**src/rtl/fcb_pkg.sv**
```systemverilog
package fcb_pkg;

   typedef enum logic [1:0] {
      FCC_EQ = 2'd0,
      FCC_LT = 2'd1,
      FCC_GT = 2'd2,
      FCC_UN = 2'd3
   } fcc_e;

   typedef enum logic [3:0] {
      BC_NEVER = 4'd0,
      BC_NE    = 4'd1,
      BC_LG    = 4'd2,
      BC_UL    = 4'd3,
      BC_L     = 4'd4,
      BC_UG    = 4'd5,
      BC_G     = 4'd6,
      BC_U     = 4'd7,
      BC_ALWAYS= 4'd8,
      BC_E     = 4'd9,
      BC_UE    = 4'd10,
      BC_GE    = 4'd11,
      BC_UGE   = 4'd12,
      BC_LE    = 4'd13,
      BC_ULE   = 4'd14,
      BC_O     = 4'd15
   } bcond_e;

   // Largest register bank a machine can have; sets the selector width.
   localparam int unsigned FCC_MAX   = 4;
   localparam int unsigned FCC_SEL_W = $clog2(FCC_MAX);

endpackage

```
**src/rtl/fcb_classify.sv**
```systemverilog
// Splits one IEEE-754 operand of a given format into the properties
// the ordering logic needs.
module fcb_classify #(
   parameter int unsigned EXP_W = 8,
   parameter int unsigned MAN_W = 23,
   parameter int unsigned MAG_W = 63,
   localparam int unsigned OP_W = 1 + EXP_W + MAN_W
) (
   input  logic [OP_W-1:0]  bits_i,
   output logic             sign_o,
   output logic             nan_o,
   output logic             snan_o,
   output logic             zero_o,
   output logic [MAG_W-1:0] mag_o
);
   if (MAG_W < EXP_W + MAN_W) begin : g_bad_mag
      $error("fcb_classify: MAG_W too small for the format");
   end
   if (MAN_W < 2) begin : g_bad_man
      $error("fcb_classify: fraction needs at least two bits");
   end

   logic [EXP_W-1:0] exp_f;
   logic [MAN_W-1:0] man_f;
   logic             exp_max;
   logic             man_nz;

   assign exp_f   = bits_i[OP_W-2 -: EXP_W];
   assign man_f   = bits_i[MAN_W-1:0];
   assign exp_max = &exp_f;
   assign man_nz  = |man_f;

   assign sign_o  = bits_i[OP_W-1];
   assign nan_o   = exp_max & man_nz;
   assign snan_o  = exp_max & man_nz & ~man_f[MAN_W-1];
   assign zero_o  = ~(|exp_f) & ~man_nz;
   assign mag_o   = MAG_W'({exp_f, man_f});

endmodule

```
**src/rtl/fcb_order.sv**
```systemverilog
// Four-way ordering of two classified operands plus invalid detection.
module fcb_order
   import fcb_pkg::*;
#(
   parameter int unsigned MAG_W = 63
) (
   input  logic             a_sign_i,
   input  logic             a_nan_i,
   input  logic             a_snan_i,
   input  logic             a_zero_i,
   input  logic [MAG_W-1:0] a_mag_i,
   input  logic             b_sign_i,
   input  logic             b_nan_i,
   input  logic             b_snan_i,
   input  logic             b_zero_i,
   input  logic [MAG_W-1:0] b_mag_i,
   input  logic             signal_i,
   output fcc_e             cc_o,
   output logic             invalid_o
);
   logic mag_gt;
   logic mag_eq;

   assign mag_gt = a_mag_i > b_mag_i;
   assign mag_eq = a_mag_i == b_mag_i;

   always_comb begin
      if (a_nan_i || b_nan_i) begin
         cc_o = FCC_UN;
      end else if (a_zero_i && b_zero_i) begin
         cc_o = FCC_EQ;
      end else if (a_sign_i != b_sign_i) begin
         cc_o = a_sign_i ? FCC_LT : FCC_GT;
      end else if (mag_eq) begin
         cc_o = FCC_EQ;
      end else begin
         // Both negative: larger magnitude is the smaller value.
         cc_o = (mag_gt ^ a_sign_i) ? FCC_GT : FCC_LT;
      end
   end

   assign invalid_o = signal_i ? (a_nan_i | b_nan_i) : (a_snan_i | b_snan_i);

endmodule

```
**src/rtl/fcb_cond_eval.sv**
```systemverilog
// Branch-condition decode. Conditions 8..15 are the complements of 0..7,
// so a three-bit base mask is built and bit 3 inverts the result.
module fcb_cond_eval
   import fcb_pkg::*;
(
   input  fcc_e        cc_i,
   input  logic [3:0]  cond_i,
   output logic        taken_o
);
   // mask bit k: taken when the code equals k (EQ,LT,GT,UN)
   logic [3:0] base_mask;

   always_comb begin
      unique case (cond_i[2:0])
         3'd0:    base_mask = 4'b0000; // never
         3'd1:    base_mask = 4'b1110; // not equal
         3'd2:    base_mask = 4'b0110; // less or greater
         3'd3:    base_mask = 4'b1010; // unordered or less
         3'd4:    base_mask = 4'b0010; // less
         3'd5:    base_mask = 4'b1100; // unordered or greater
         3'd6:    base_mask = 4'b0100; // greater
         default: base_mask = 4'b1000; // unordered
      endcase
   end

   assign taken_o = base_mask[cc_i] ^ cond_i[3];

endmodule

```
**src/rtl/fcmp_branch_unit.sv**
```systemverilog
module fcmp_branch_unit
   import fcb_pkg::*;
#(
   parameter int unsigned NUM_FCC   = 4,
   parameter int unsigned SGL_EXP_W = 8,
   parameter int unsigned SGL_MAN_W = 23,
   parameter int unsigned DBL_EXP_W = 11,
   parameter int unsigned DBL_MAN_W = 52,
   localparam int unsigned SGL_W    = 1 + SGL_EXP_W + SGL_MAN_W,
   localparam int unsigned DBL_W    = 1 + DBL_EXP_W + DBL_MAN_W,
   localparam int unsigned MAG_W    = DBL_EXP_W + DBL_MAN_W,
   localparam int unsigned FCC_W    = 2 * NUM_FCC
) (
   input  logic                 clk_i,
   input  logic                 rst_ni,
   input  logic                 cmp_valid_i,
   input  logic                 cmp_dbl_i,
   input  logic                 cmp_signal_i,
   input  logic [FCC_SEL_W-1:0] cmp_dst_i,
   input  logic [DBL_W-1:0]     op_a_i,
   input  logic [DBL_W-1:0]     op_b_i,
   input  logic [3:0]           br_cond_i,
   input  logic [FCC_SEL_W-1:0] br_src_i,
   output logic                 br_taken_o,
   output logic                 invalid_o,
   output logic [FCC_W-1:0]     fcc_o
);
   // ---------------- elaboration checks ----------------
   if (NUM_FCC != 1 && NUM_FCC != FCC_MAX) begin : g_bad_num
      $error("fcmp_branch_unit: NUM_FCC must be 1 or 4");
   end
   if (SGL_W > DBL_W || SGL_EXP_W + SGL_MAN_W > MAG_W) begin : g_bad_fmt
      $error("fcmp_branch_unit: single format must fit in double");
   end

   // ---------------- operand classification ----------------
   logic [DBL_W-1:0] ops [2];
   logic [1:0]       op_sign, op_nan, op_snan, op_zero;
   logic [MAG_W-1:0] op_mag [2];

   assign ops[0] = op_a_i;
   assign ops[1] = op_b_i;

   for (genvar k = 0; k < 2; k++) begin : g_opnd
      logic             s_sign, s_nan, s_snan, s_zero;
      logic             d_sign, d_nan, d_snan, d_zero;
      logic [MAG_W-1:0] s_mag, d_mag;

      fcb_classify #(
         .EXP_W (SGL_EXP_W),
         .MAN_W (SGL_MAN_W),
         .MAG_W (MAG_W)
      ) u_sgl (
         .bits_i (ops[k][SGL_W-1:0]),
         .sign_o (s_sign),
         .nan_o  (s_nan),
         .snan_o (s_snan),
         .zero_o (s_zero),
         .mag_o  (s_mag)
      );

      fcb_classify #(
         .EXP_W (DBL_EXP_W),
         .MAN_W (DBL_MAN_W),
         .MAG_W (MAG_W)
      ) u_dbl (
         .bits_i (ops[k]),
         .sign_o (d_sign),
         .nan_o  (d_nan),
         .snan_o (d_snan),
         .zero_o (d_zero),
         .mag_o  (d_mag)
      );

      assign op_sign[k] = cmp_dbl_i ? d_sign : s_sign;
      assign op_nan[k]  = cmp_dbl_i ? d_nan  : s_nan;
      assign op_snan[k] = cmp_dbl_i ? d_snan : s_snan;
      assign op_zero[k] = cmp_dbl_i ? d_zero : s_zero;
      assign op_mag[k]  = cmp_dbl_i ? d_mag  : s_mag;
   end

   // ---------------- ordering ----------------
   fcc_e cmp_cc;
   logic cmp_inv;

   fcb_order #(.MAG_W(MAG_W)) u_order (
      .a_sign_i  (op_sign[0]),
      .a_nan_i   (op_nan[0]),
      .a_snan_i  (op_snan[0]),
      .a_zero_i  (op_zero[0]),
      .a_mag_i   (op_mag[0]),
      .b_sign_i  (op_sign[1]),
      .b_nan_i   (op_nan[1]),
      .b_snan_i  (op_snan[1]),
      .b_zero_i  (op_zero[1]),
      .b_mag_i   (op_mag[1]),
      .signal_i  (cmp_signal_i),
      .cc_o      (cmp_cc),
      .invalid_o (cmp_inv)
   );

   // ---------------- condition register bank ----------------
   fcc_e               fcc_q [NUM_FCC];
   logic [NUM_FCC-1:0] wr_en;
   fcc_e               sel_cc;

   if (NUM_FCC == 1) begin : g_single_bank
      assign wr_en[0] = cmp_valid_i;
      assign sel_cc   = fcc_q[0];
   end else begin : g_multi_bank
      for (genvar r = 0; r < NUM_FCC; r++) begin : g_dec
         assign wr_en[r] = cmp_valid_i && (cmp_dst_i == FCC_SEL_W'(r));
      end
      assign sel_cc = fcc_q[br_src_i];
   end

   for (genvar r = 0; r < NUM_FCC; r++) begin : g_fcc
      always_ff @(posedge clk_i or negedge rst_ni) begin
         if (!rst_ni) begin
            fcc_q[r] <= FCC_EQ;
         end else if (wr_en[r]) begin
            fcc_q[r] <= cmp_cc;
         end
      end
      assign fcc_o[2*r +: 2] = fcc_q[r];
   end

   always_ff @(posedge clk_i or negedge rst_ni) begin
      if (!rst_ni) begin
         invalid_o <= 1'b0;
      end else begin
         invalid_o <= cmp_valid_i & cmp_inv;
      end
   end

   // ---------------- branch decode ----------------
   fcb_cond_eval u_cond (
      .cc_i    (sel_cc),
      .cond_i  (br_cond_i),
      .taken_o (br_taken_o)
   );

   // ---------------- assertions ----------------
   assert_nan_unordered_R3 : assert property (@(posedge clk_i) disable iff (!rst_ni)
      (|op_nan) |-> (cmp_cc == FCC_UN));

   assert_zero_equal_R4 : assert property (@(posedge clk_i) disable iff (!rst_ni)
      (&op_zero) |-> (cmp_cc == FCC_EQ));

   assert_idle_hold_R5 : assert property (@(posedge clk_i) disable iff (!rst_ni)
      !cmp_valid_i |=> $stable(fcc_o));

   assert_snan_flag_R6 : assert property (@(posedge clk_i) disable iff (!rst_ni)
      (cmp_valid_i && (|op_snan)) |=> invalid_o);

   assert_signal_flag_R7 : assert property (@(posedge clk_i) disable iff (!rst_ni)
      (cmp_valid_i && cmp_signal_i && (|op_nan)) |=> invalid_o);

   assert_flag_pulse_R7 : assert property (@(posedge clk_i) disable iff (!rst_ni)
      !cmp_valid_i |=> !invalid_o);

   assert_never_R8 : assert property (@(posedge clk_i) disable iff (!rst_ni)
      (br_cond_i == BC_NEVER) |-> !br_taken_o);

   assert_always_R8 : assert property (@(posedge clk_i) disable iff (!rst_ni)
      (br_cond_i == BC_ALWAYS) |-> br_taken_o);

   assert_ordered_R8 : assert property (@(posedge clk_i) disable iff (!rst_ni)
      (br_cond_i == BC_O) |-> (br_taken_o == (sel_cc != FCC_UN)));

endmodule

```
**config.mk**
```make
export PLATFORM = sky130hd
export DESIGN_NAME = fcmp_branch_unit
export DESIGN_NICKNAME = d
export VERILOG_FILES = /design/src/rtl/fcb_pkg.sv /design/src/rtl/fcb_classify.sv /design/src/rtl/fcb_order.sv /design/src/rtl/fcb_cond_eval.sv /design/src/rtl/fcmp_branch_unit.sv
export SDC_FILE = /design/constraint.sdc
export NUM_CORES = 1
export LEC_CHECK = 0
export BUFFER_PORTS_ARGS = -buffer_cell sky130_fd_sc_hd__buf_4
export CAP_MARGIN = 0
export CORE_MARGIN = 2
export CORE_UTILIZATION = 43
export DETAILED_ROUTE_END_ITERATION = 16
export PLACE_DENSITY = 0.76
export RECOVER_POWER = 100
export REMOVE_ABC_BUFFERS = 1
export SLEW_MARGIN = 20
export SYNTH_ARGS = -nofsm -noshare
export SYNTH_HDL_FRONTEND = slang
export SYNTH_SLANG_ARGS = --single-unit
```
**constraint.sdc**
```tcl
create_clock -name clk_i -period 2.1 [get_ports clk_i]
set_input_delay 0.42 -clock clk_i [delete_from_list [all_inputs] [get_ports clk_i]]
set_output_delay 0.42 -clock clk_i [all_outputs]
set_load 0.05 [all_outputs]
```
; Word-level counts from Yosys, hierarchy flattened
; Cells that the tools add are included.
[classes]
bitwise_logic = 30
order_cmp = 3
eq_ne = 11
n_mux = 23
reduce_logical = 20
[op_table]
columns = operator, count
row1 = $mux W63, 2
row2 = $reduce_or A52 Y1, 2
row3 = $eq A63 B63 Y1, 1
row4 = $gt A63 B63 Y1, 1
row5 = $reduce_or A23 Y1, 2
row6 = $pmux W4 S7, 1
row7 = $reduce_and A11 Y1, 2
row8 = $reduce_or A11 Y1, 2
row9 = $mux W2, 8
row10 = $reduce_and A8 Y1, 2
row11 = $reduce_or A8 Y1, 2
row12 = $and A1 B1 Y1, 13
row13 = $not A1 Y1, 12
row14 = $mux W1, 10
row15 = $eq A3 B3 Y1 const B, 3
row16 = $eq A3 B2 Y1 const B, 2
row17 = $logic_and A1 B1 Y1, 5
row18 = $bmux W2 S2, 1
row19 = $eq A2 B2 Y1 const B, 2
row20 = $eq A3 B1 Y1 const B, 1
row21 = $ge A3 B3 Y1 const B, 1
row22 = $logic_not A3 Y1, 1
row23 = $lt A2 B3 Y1 const B, 1
row24 = $not A2 Y3, 1
row25 = 7 further kinds, 9
[totals]
register_bits = 9
out_inout_bits = 10
elab_cells = 92

; Logic depth before layout (Yosys ltp)
; Gate-level depths: netlist (run 1).
[depth]
depth_word = 8
mapped_depth = 13
mapped_depth_nobuf = 10

; Hierarchy
; A second synthesis (run 1) with hierarchy kept.
[unflattened]
hier_cells = 785
area_unflattened_um2 = 6690.2
[by_module_without_submodules]
columns = mod, area_per_inst_um2, cells_per_inst, instances
row1 = fcmp_branch_unit, 2253.4, 173, 1
row2 = fcb_order, 1744.2, 246, 1
row3 = fcb_classify at g_opnd[0].u_dbl ..., 670.6, 93, 2
row4 = fcb_classify at g_opnd[0].u_sgl ..., 591.8, 80, 2
row5 = fcb_cond_eval, 167.7, 20, 1

; Worst setup path before layout (run 1)
; No wires, ideal clock.
[synth_timing]
path_type = input-to-reg
from = input port cmp_dbl_i
to = register fcc_q, in the netlist fcc_o[0]
path_buffers = 3
arrival_ns = 2.861
slack_ns = -0.893
stages = 12
path_cell_list = clkbuf_8 clkbuf_1 clkbuf_1 nand2_1 ha_1 nand4_1 nor4_4 nand2_1 nor2_1 nor4_1 a221oi_2 o21ai_1
[synth_between]
elab_chain_cells = 8
elab_cells_between_ends = 20
classes_between = order compare (1) / eq/ne (2) / mux (14) / bitwise (1) / reduce/logical (2)
[synth_lines]
columns = element, line_no
row1 = "start, declared", fcmp_branch_unit.sv:17  ; input logic cmp_dbl_i,
row2 = $mux W63, fcmp_branch_unit.sv:79  ; assign op_mag[k] = cmp_dbl_i ? d_mag : s_mag;
row3 = $gt A63 B63 Y1, fcb_order.sv:24  ; assign mag_gt = a_mag_i > b_mag_i;
row4 = $xor A1 B1 Y1, fcb_order.sv:38  ; cc_o = (mag_gt ^ a_sign_i) ? FCC_GT : FCC_LT;
row5 = $mux W2, fcb_order.sv:38
row6 = $mux W2, fcb_order.sv:34  ; end else if (mag_eq) begin
row7 = $mux W2, fcb_order.sv:32  ; end else if (a_sign_i != b_sign_i) begin
row8 = $mux W2, fcb_order.sv:30  ; end else if (a_zero_i && b_zero_i) begin
row9 = $mux W2 (*), fcb_order.sv:28  ; if (a_nan_i || b_nan_i) begin
row10 = "end signal, assigned by index", fcmp_branch_unit.sv:122  ; fcc_q[r] <= cmp_cc;
row11 = "end, declared", fcmp_branch_unit.sv:103  ; fcc_e fcc_q [NUM_FCC];
; Every way passes the cells marked *; elsewhere a longest branch is shown, timed or not.
; A chain may end at the register's enable or synchronous reset.

; Final worst setup path (run 1)
[layout_timing]
from = input port cmp_dbl_i
to = register fcc_q, in the netlist fcc_o[6]
; Same word-level chain as after synthesis.

==> metrics list, run 1 <==
* Slowest stage cell on the critical path: a221oi_2
- Crit path setup slack, layout: -0.670 ns
- TritonCTS built the clock tree.
- In this run the most used layer during global routing was met2.
* Top cell type's share of synthesized area: roughly 28%
* Critical Path End Type: flop
- The commonest cells after synthesis are ha_1, nand2_1, inv_1.
- Post-placement cell area: 4920 um^2
* Final-report setup violation count: 10
* Number of max-cap violations: 0
- Die X: between 80 and 90 um
- CTS built an H-tree with a depth of 1.
- Row generation in the floorplan step produced 30 rows.
- Count of flip-flops with a built-in enable after synthesis: 0
- In this run the remaining antenna-violating nets after routing total 0.
* Global-route wire length before repair: approximately 21 mm
- Count of fill cells added during filler insertion: 403
- Combinational share of power: between 70% and 80%
- IR analysis of the VDD net gives a maximum drop of 0.232 mV.
- Most frequent cell after synthesis: ha_1
- Before antenna repair, the detailed router went through 7 iterations.
- STA classifies the critical path startpoint as an input pin.
- Sorting the synthesized cells by area gives the leading types as ha_1, nand2_1, dfrtp_1.
* Drt first-iter violations: around 500
* Result of the run: finished with violations
- Worst slew pin tran: about 0.84 ns
- Detail Placement HPWL: 9.48 mm
- Placer's final routability congestion estimate: between 1 and 1.5
- Drc violations: 0
- After detailed routing, the average wire length per cell comes to 21.6 um.
- Final period utilization: 132%
- In the synthesized netlist the async set-or-reset flop fraction comes to 100%.
- For this configuration, the core starts out at a cell density of ~44%.
- The finished cells cover between 5000 and 6000 um^2.
- Initial antenna violation count: 0
* Total number of vias: roughly 4,800
- Of the cells placed in the final design, the portion with a size suffix greater than 1 is 51.9%.
* Class of the most critical hold timing path: in2async
* Core area: around 6800 um^2
- Clock tree root driver cell: clkbuf_8
- Data required time of the critical path: 2.20 ns
- Clock share of power: between 10% and 20%
- The final reports fail on setup timing.
- For this run the aggregate overflow at the end of global routing stands at 0.
- Clock skew on the completed layout was measured at 0 ns.
- Leakage Power: roughly 2.8 nW
- Cell taking the most area after synthesis: ha_1
* Die extent in y: ~88 um
- For met1 alone, demand over resource in global routing was about 34%.
- Placed insts: between 700 and 800
- Setup repair after global routing could not meet its margin everywhere.
- DR vias/cell: between 6 and 7
- Synth Area per Inst: between 7 and 8 um^2
* Top Ports: between 150 and 200
- Crit path time final: around 2.8 ns
* Via count of the first global-routing pass: approximately 4,600
- The cell area that synthesis handed to floorplanning was about 3000 um^2.
- Number of hold violations in the final report: 0
* Die Area: ~7700 um^2
* Critical path's largest stage delay: 0.36 ns
* Crit Path Class: in2reg
* Yosys warning total: 0
* Switching part of the total: approximately 46%
- Number of cells in the finished layout apart from fillers: roughly 770
- Num Clock Sinks: 9
- Peak Freq: approximately 360 MHz
* Number of flip-flops and latches in the synthesized netlist: 9
- Insertion delay to the later sink of the worst-skew pair: 0.23 ns
- Cell internal power dissipation: 1.02 mW
* Area delta synth->final: 89.4%
- Part of the Yosys area used for sequential elements: around 7.5%
* Number of I/O port buffers: 150
- Yosys mapped the design onto 52 distinct sky130hd cell types.
- Power comes to around 1.9 mW.
- STA puts the critical path data arrival time at 2.87 ns.
* # diodes: 0
- Register share of total power: approximately 13%
- Walking the worst path, the cells encountered are buf_16 -> and2_1 -> ha_4 -> a21oi_2 -> nand2_1 -> a221oi_2 -> o2bb2ai_4 -> nor3_4 -> a22oi_2 -> a221oi_4 -> o21ai_1.
- Final slew viol count: 0
- Cell count after synthesis: between 400 and 500
- Final hold analysis gives a worst-case slack of ~0.12 ns.
- Pin count of the biggest net entering global routing: 17
- Clock slew seen by the registers of the worst setup and hold paths: around 0.05 ns
* Most common flop cell mapped by yosys: dfrtp_1
* Utilization after layout: 84.2%
- For this design the ratio of total power to cell area is ~330 nW/um^2.
- Measured against its own limit, the worst slew margin works out to a little over two fifths.
- Of all nets on the critical path, the largest fanout is 16.
* Met2 track demand over resource: between 60% and 70%
- Net switching component of the power: 0.862 mW
- Worst-case clock buffer depth: 2
* Final-stage net count: just under 900
- For this run, the total global-route usage over all layers was measured as between 30 and 40%.
- Number of buffers created by CTS: 3
* Sum of routed wire length over all layers: around 17 mm
- For this run, global-route usage on met3 was measured as 7.16%.
-- through the flow --
step,setup slack [ns],setup TNS (ns)
after floorplan,-0.461,-2.52
after global placement,-0.756,-6.41
after detailed placement,-0.935,-7.73
after CTS,-0.307,-2.32
after global routing,-1.25,-11.07
final,-0.670,-5.46
-- worst max-delay path: cells and delay by family --
family	cells	cell delay, ns
buffers and inverters	1	0.12
adder cells (fa/ha/maj)	1	0.28
AND/OR/NAND/NOR	3	0.75
AO/OA/AOI/OAI	6	1.28
-- kinds of logic after synthesis --
group | Yosys count | synth area share [%]
AND/OR/NAND/NOR | 211 | 40.3
AO/OA/AOI/OAI | 70 | 15.3
adder cells (fa/ha/maj) | 67 | 27.8
buffers and inverters | 48 | 6.30
flip-flops | 9 | 7.46
multiplexers | 5 | 2.57
XOR/XNOR | 1 | 0.290
-- cell type report --
| class | instances | area (um^2) | share of cell area, % |
|---|---|---|---|
| multi-input combinational | 354 | 3100 | 54.2 |
| timing repair buffer | 265 | 2080 | 36.3 |
| sequential | 9 | 225 | 3.94 |
| inverter | 40 | 150 | 2.63 |
| tap | 96 | 120 | 2.10 |
| clock buffer | 4 | 45.0 | 0.788 |
-- worst paths after layout --
kind / from / to / slack [ns] / cells after the start
max: cmp_dbl_i / fcc_o[6] / -0.67 / 11
min: rst_ni / invalid_o / 0.12 / 1
max reg2reg: fcc_o[6] / fcc_o[6] / 1.16 / 4
min reg2reg: fcc_o[7] / fcc_o[7] / 0.54 / 2
max in group asynchronous: rst_ni / fcc_o[2] / 1.65 / 1
min in group clk_i: cmp_signal_i / invalid_o / 0.42 / 2
-- layout by cell type (no fill, tap or decap), types with 2 or more instances in the layout --
cell type and n:
a211oi_1 3, a21o_1 2, a21oi_1 26, a221oi_4 2
and2_1 19, and2_4 12, buf_16 5, buf_4 243
buf_6 7, clkbuf_1 11, clkbuf_8 3, dfrtp_1 9
ha_1 46, ha_4 20, inv_1 39, mux2_2 2
mux4_2 2, nand2_1 56, nand2_2 7, nand2_4 3
nand3_1 10, nand3b_1 4, nand4_1 26, nand4_2 2
nor2_1 9, nor3_1 9, nor3_2 2, nor3_4 2
nor4_1 24, nor4_2 3, nor4_4 5, o211ai_1 2
o21ai_0 4, o21ai_1 12, o21ai_2 3, or2_2 4
or4_1 3
-- flip-flops by register name, summed over array words and instances, names as in the netlist --
signal     count
fcc_o          8
invalid_o      1
-- layer usage --
layer | vias to the layer above | share of wire [%] | routed length [um]
li1 | 2060 | - | -
met1 | 2144 | 33 | 5540
met2 | 440 | 48 | 7890
met3 | 144 | 12 | 1950
met4 | 0 | 7.3 | 1210
met5 | - | 0 | 0
-- repair_timing --
action	4_1_cts	5_1_grt
setup endpoints to repair	10	10
hold buffers	0	0
pin swaps	55	27
resized for setup	63	31
gates cloned	4	0
buffers inserted	9	10
-- power by group through the flow --
stage	Clock (mW)	Combinational [mW]	Sequential, mW
after floorplan	0	0.409	0.351
after global placement	0	1.07	0.238
after detailed placement	0	1.11	0.240
after CTS	0.196	1.26	0.230
after global routing	0.215	1.51	0.237
final	0.200	1.44	0.234
Power figures use the tool's default switching activity.
==> inputs of run 2 (changes only) <==
--- a/config.mk
+++ b/config.mk
@@ -10,7 +10,7 @@
 export CORE_MARGIN = 2
 export CORE_UTILIZATION = 43
 export DETAILED_ROUTE_END_ITERATION = 16
-export PLACE_DENSITY = 0.76
+export PLACE_DENSITY = 0.84
 export RECOVER_POWER = 100
 export REMOVE_ABC_BUFFERS = 1
 export SLEW_MARGIN = 20
==> constraint.sdc (replaced) <==
create_clock -name clk_i -period 3.3 [get_ports clk_i]
set_input_delay 0.66 -clock clk_i [delete_from_list [all_inputs] [get_ports clk_i]]
set_output_delay 0.66 -clock clk_i [all_outputs]
set_load 0.05 [all_outputs]
==> metrics list, run 2 (synthesized netlist as in run 1, its figures left out) <==
* Insertion delay to the later sink of the worst-skew pair: 0.24 ns (about the same)
- FP Rows: 30 (unchanged)
* Combinational share of power: 67.9% (-9.0 points)
* Top library cells by usage in the layout, fill and taps aside: buf_4, ha_1, nand2_1
- The max-slew headroom at the worst pin is 59.2% (+16 points).
- The tree is rooted in a clkbuf_8.
* Placed insts: 649 (-12%)
- The clock input transition at the sequential cells of the worst setup and hold paths is 0.05 ns (about the same).
- Critical Path End Type: primary output
* Clock share of power: 14.8% (+4.1 points)
- The antenna cell count was 0 (unchanged).
* Via count of the first global-routing pass: 3,800 (-17%)
* Number of max-cap violations: 0 (unchanged)
- Average wire length per cell after detail routing: 15.2 um (-30%)
- The overall routing resource usage came to 24.9% (-8.8 points).
- Leakage Power: 2.12 nW (-25%)
- Largest fanout on the critical path: 3 (-13)
- The post-route DRC violation count came to 0 (unchanged).
- The switching share of total power is 46.3% (+0.44 points).
* Drt pass-1 iters: 4 (-3)
* Data required time of the critical path: 2.64 ns (+0.44 ns)
- Crit path arrival time: 2.39 ns (-0.48 ns)
- Nature of the critical path startpoint: input pin
- Worst-case clock buffer depth: 2 (unchanged)
* IR Drop Worst-Case VDD: 0.118 mV (-49%)
- Leaving out fill and tap cells, the most frequent cell in the layout is buf_4.
- The power after layout came to 0.879 mW (-53%).
* Result of the run: completed
- The wire length reported by the detailed router is 9.94 mm (-40%).
- # H-tree levels: 1 (unchanged)
- The number of flip-flops in the largest register is 8 (unchanged).
* Global-route wire length before repair: 15.8 mm (-23%)
* Number of nets still failing antenna checks after routing: 0 (unchanged)
* Setup tns final: 0 ns (+5.46 ns)
* Die extent in y: 87.8 um (unchanged)
* Class of the most critical hold timing path: in2async
- Area delta synth->final: 40.0%
- The maximum number of pins on one net before global-route repair was 73 (+56).
- Total overflow reported by the global router: 0 (unchanged)
- Number of buffers created by CTS: 3 (unchanged)
- The overall die area was 7710 um^2 (unchanged).
- Based on the critical path, the design can be clocked at up to 328 MHz.
- Initial antenna violation count: 0 (unchanged)
* Core area: 6790 um^2 (unchanged)
* Placer's final routability congestion estimate: 0.950 (-6.5%)
* Setup repair after global routing missed its margin: no
* Register share of total power: 17.2% (+4.7 points)
* Clk_skew: 0 ns (unchanged)
- Areal power density over the cells: 208 nW/um^2 (-37%)
- Final-stage net count: 766 (-13%)
* Cell internal power dissipation: 0.472 mW (-54%)
- Net switching component of the power: 0.407 mW (-53%)
- TritonCTS clock tree: built
- Num Clock Sinks: 9 (unchanged)
* Worst slew pin tran: 0.614 ns (-0.224 ns)
- The final count of hold timing violations was 0 (unchanged).
- DR vias/cell: 5.68 (-9.0%)
* Die X: 87.8 um (unchanged)
* Count of fill cells added during filler insertion: 617 (+53%)
- The number of non-filler instances in the completed layout was 653 (-15%).
- Initial Utilization: 44.4% (unchanged)
- Total number of vias: 3,706 (-23%)
- Drt first-iter violations: 180 (-64%)
- Number of I/O port buffers: 150 (unchanged)
- Crit path time final: slightly above 3 ns
* Final-report setup violation count: 0 (-10)
- Final period utilization: 92.3%
- The number of top-level design ports is 151 (unchanged).
- The number of post-CTS setup repair buffers came to 0 (-9).
* Utilization after layout: 62.2% (-22 points)
- The worst hold margin is 0.350 ns (+0.228 ns).
- Final slew viol count: 0 (unchanged)
* Crit Path Class: in2out
- The share of post-route cells with drive strength above 1 was 30.7% (-21 points).
- Detail Placement HPWL: 8.83 mm (-6.8%)
run 2: stage by stage:
step / area [um^2] / setup WS, ns
after floorplan: 2980 / 0.282
after global placement: 4230 / 0.0889
after detailed placement: 4230 / -0.0499
after CTS: 4270 / 0.189
after global routing: 4230 / 0.110
final: 4230 / 0.254
run 2: per-layer routing:
layer,vias to the layer above,share of wire [%],track usage (%)
met1,1701,39,27.3
met4,0,2.4,8.53
li1,1823,-,-
met3,23,7.0,2.45
met2,159,52,49.0
met5,-,0,0
run 2: timing repair:
| action | in CTS | in global routing |
|---|---|---|
| hold buffers | 0 | 0 |
| gates resized for setup | 0 | 1 |
| endpoints found under the setup margin | 0 | 4 |
run 2: layout make-up:
cell class	instances	area, um^2	share of cell area, %
inverters	40	150	3.55
flip-flops and latches	9	225	5.33
multi-input cells	354	2600	61.5
repair buffers	150	1090	25.8
clock buffers	4	45.0	1.07
well taps	96	120	2.84
run 2: final timing paths:
kind | end | slack (ns) | start | depth (start not counted)
max | br_taken_o | 0.25 | br_cond_i[0] | 8
min | fcc_o[5] | 0.35 | rst_ni | 1
max reg2reg | fcc_o[3] | 2.63 | fcc_o[3] | 2
min reg2reg | fcc_o[0] | 0.51 | fcc_o[0] | 2
max in group asynchronous | fcc_o[3] | 2.63 | rst_ni | 1
min in group clk_i | fcc_o[0] | 0.51 | fcc_o[0] | 2
run 2: power groups by stage:
stage | Combinational (mW) | Clock (mW) | Sequential (mW)
2_1_floorplan | 0.260 | 0 | 0.223
3_3_place_gp | 0.595 | 0 | 0.153
3_5_place_dp | 0.619 | 0 | 0.153
4_1_cts | 0.622 | 0.132 | 0.151
5_1_grt | 0.655 | 0.134 | 0.153
6_report | 0.597 | 0.130 | 0.151
run 2: critical path, cell delays in order:
cell	delay, ns
buf_4	0.09
inv_1	0.05
ha_1	0.20
or4_1	0.53
o211ai_1	0.10
o21ai_0	0.13
xor2_1	0.14
clkbuf_1	0.48
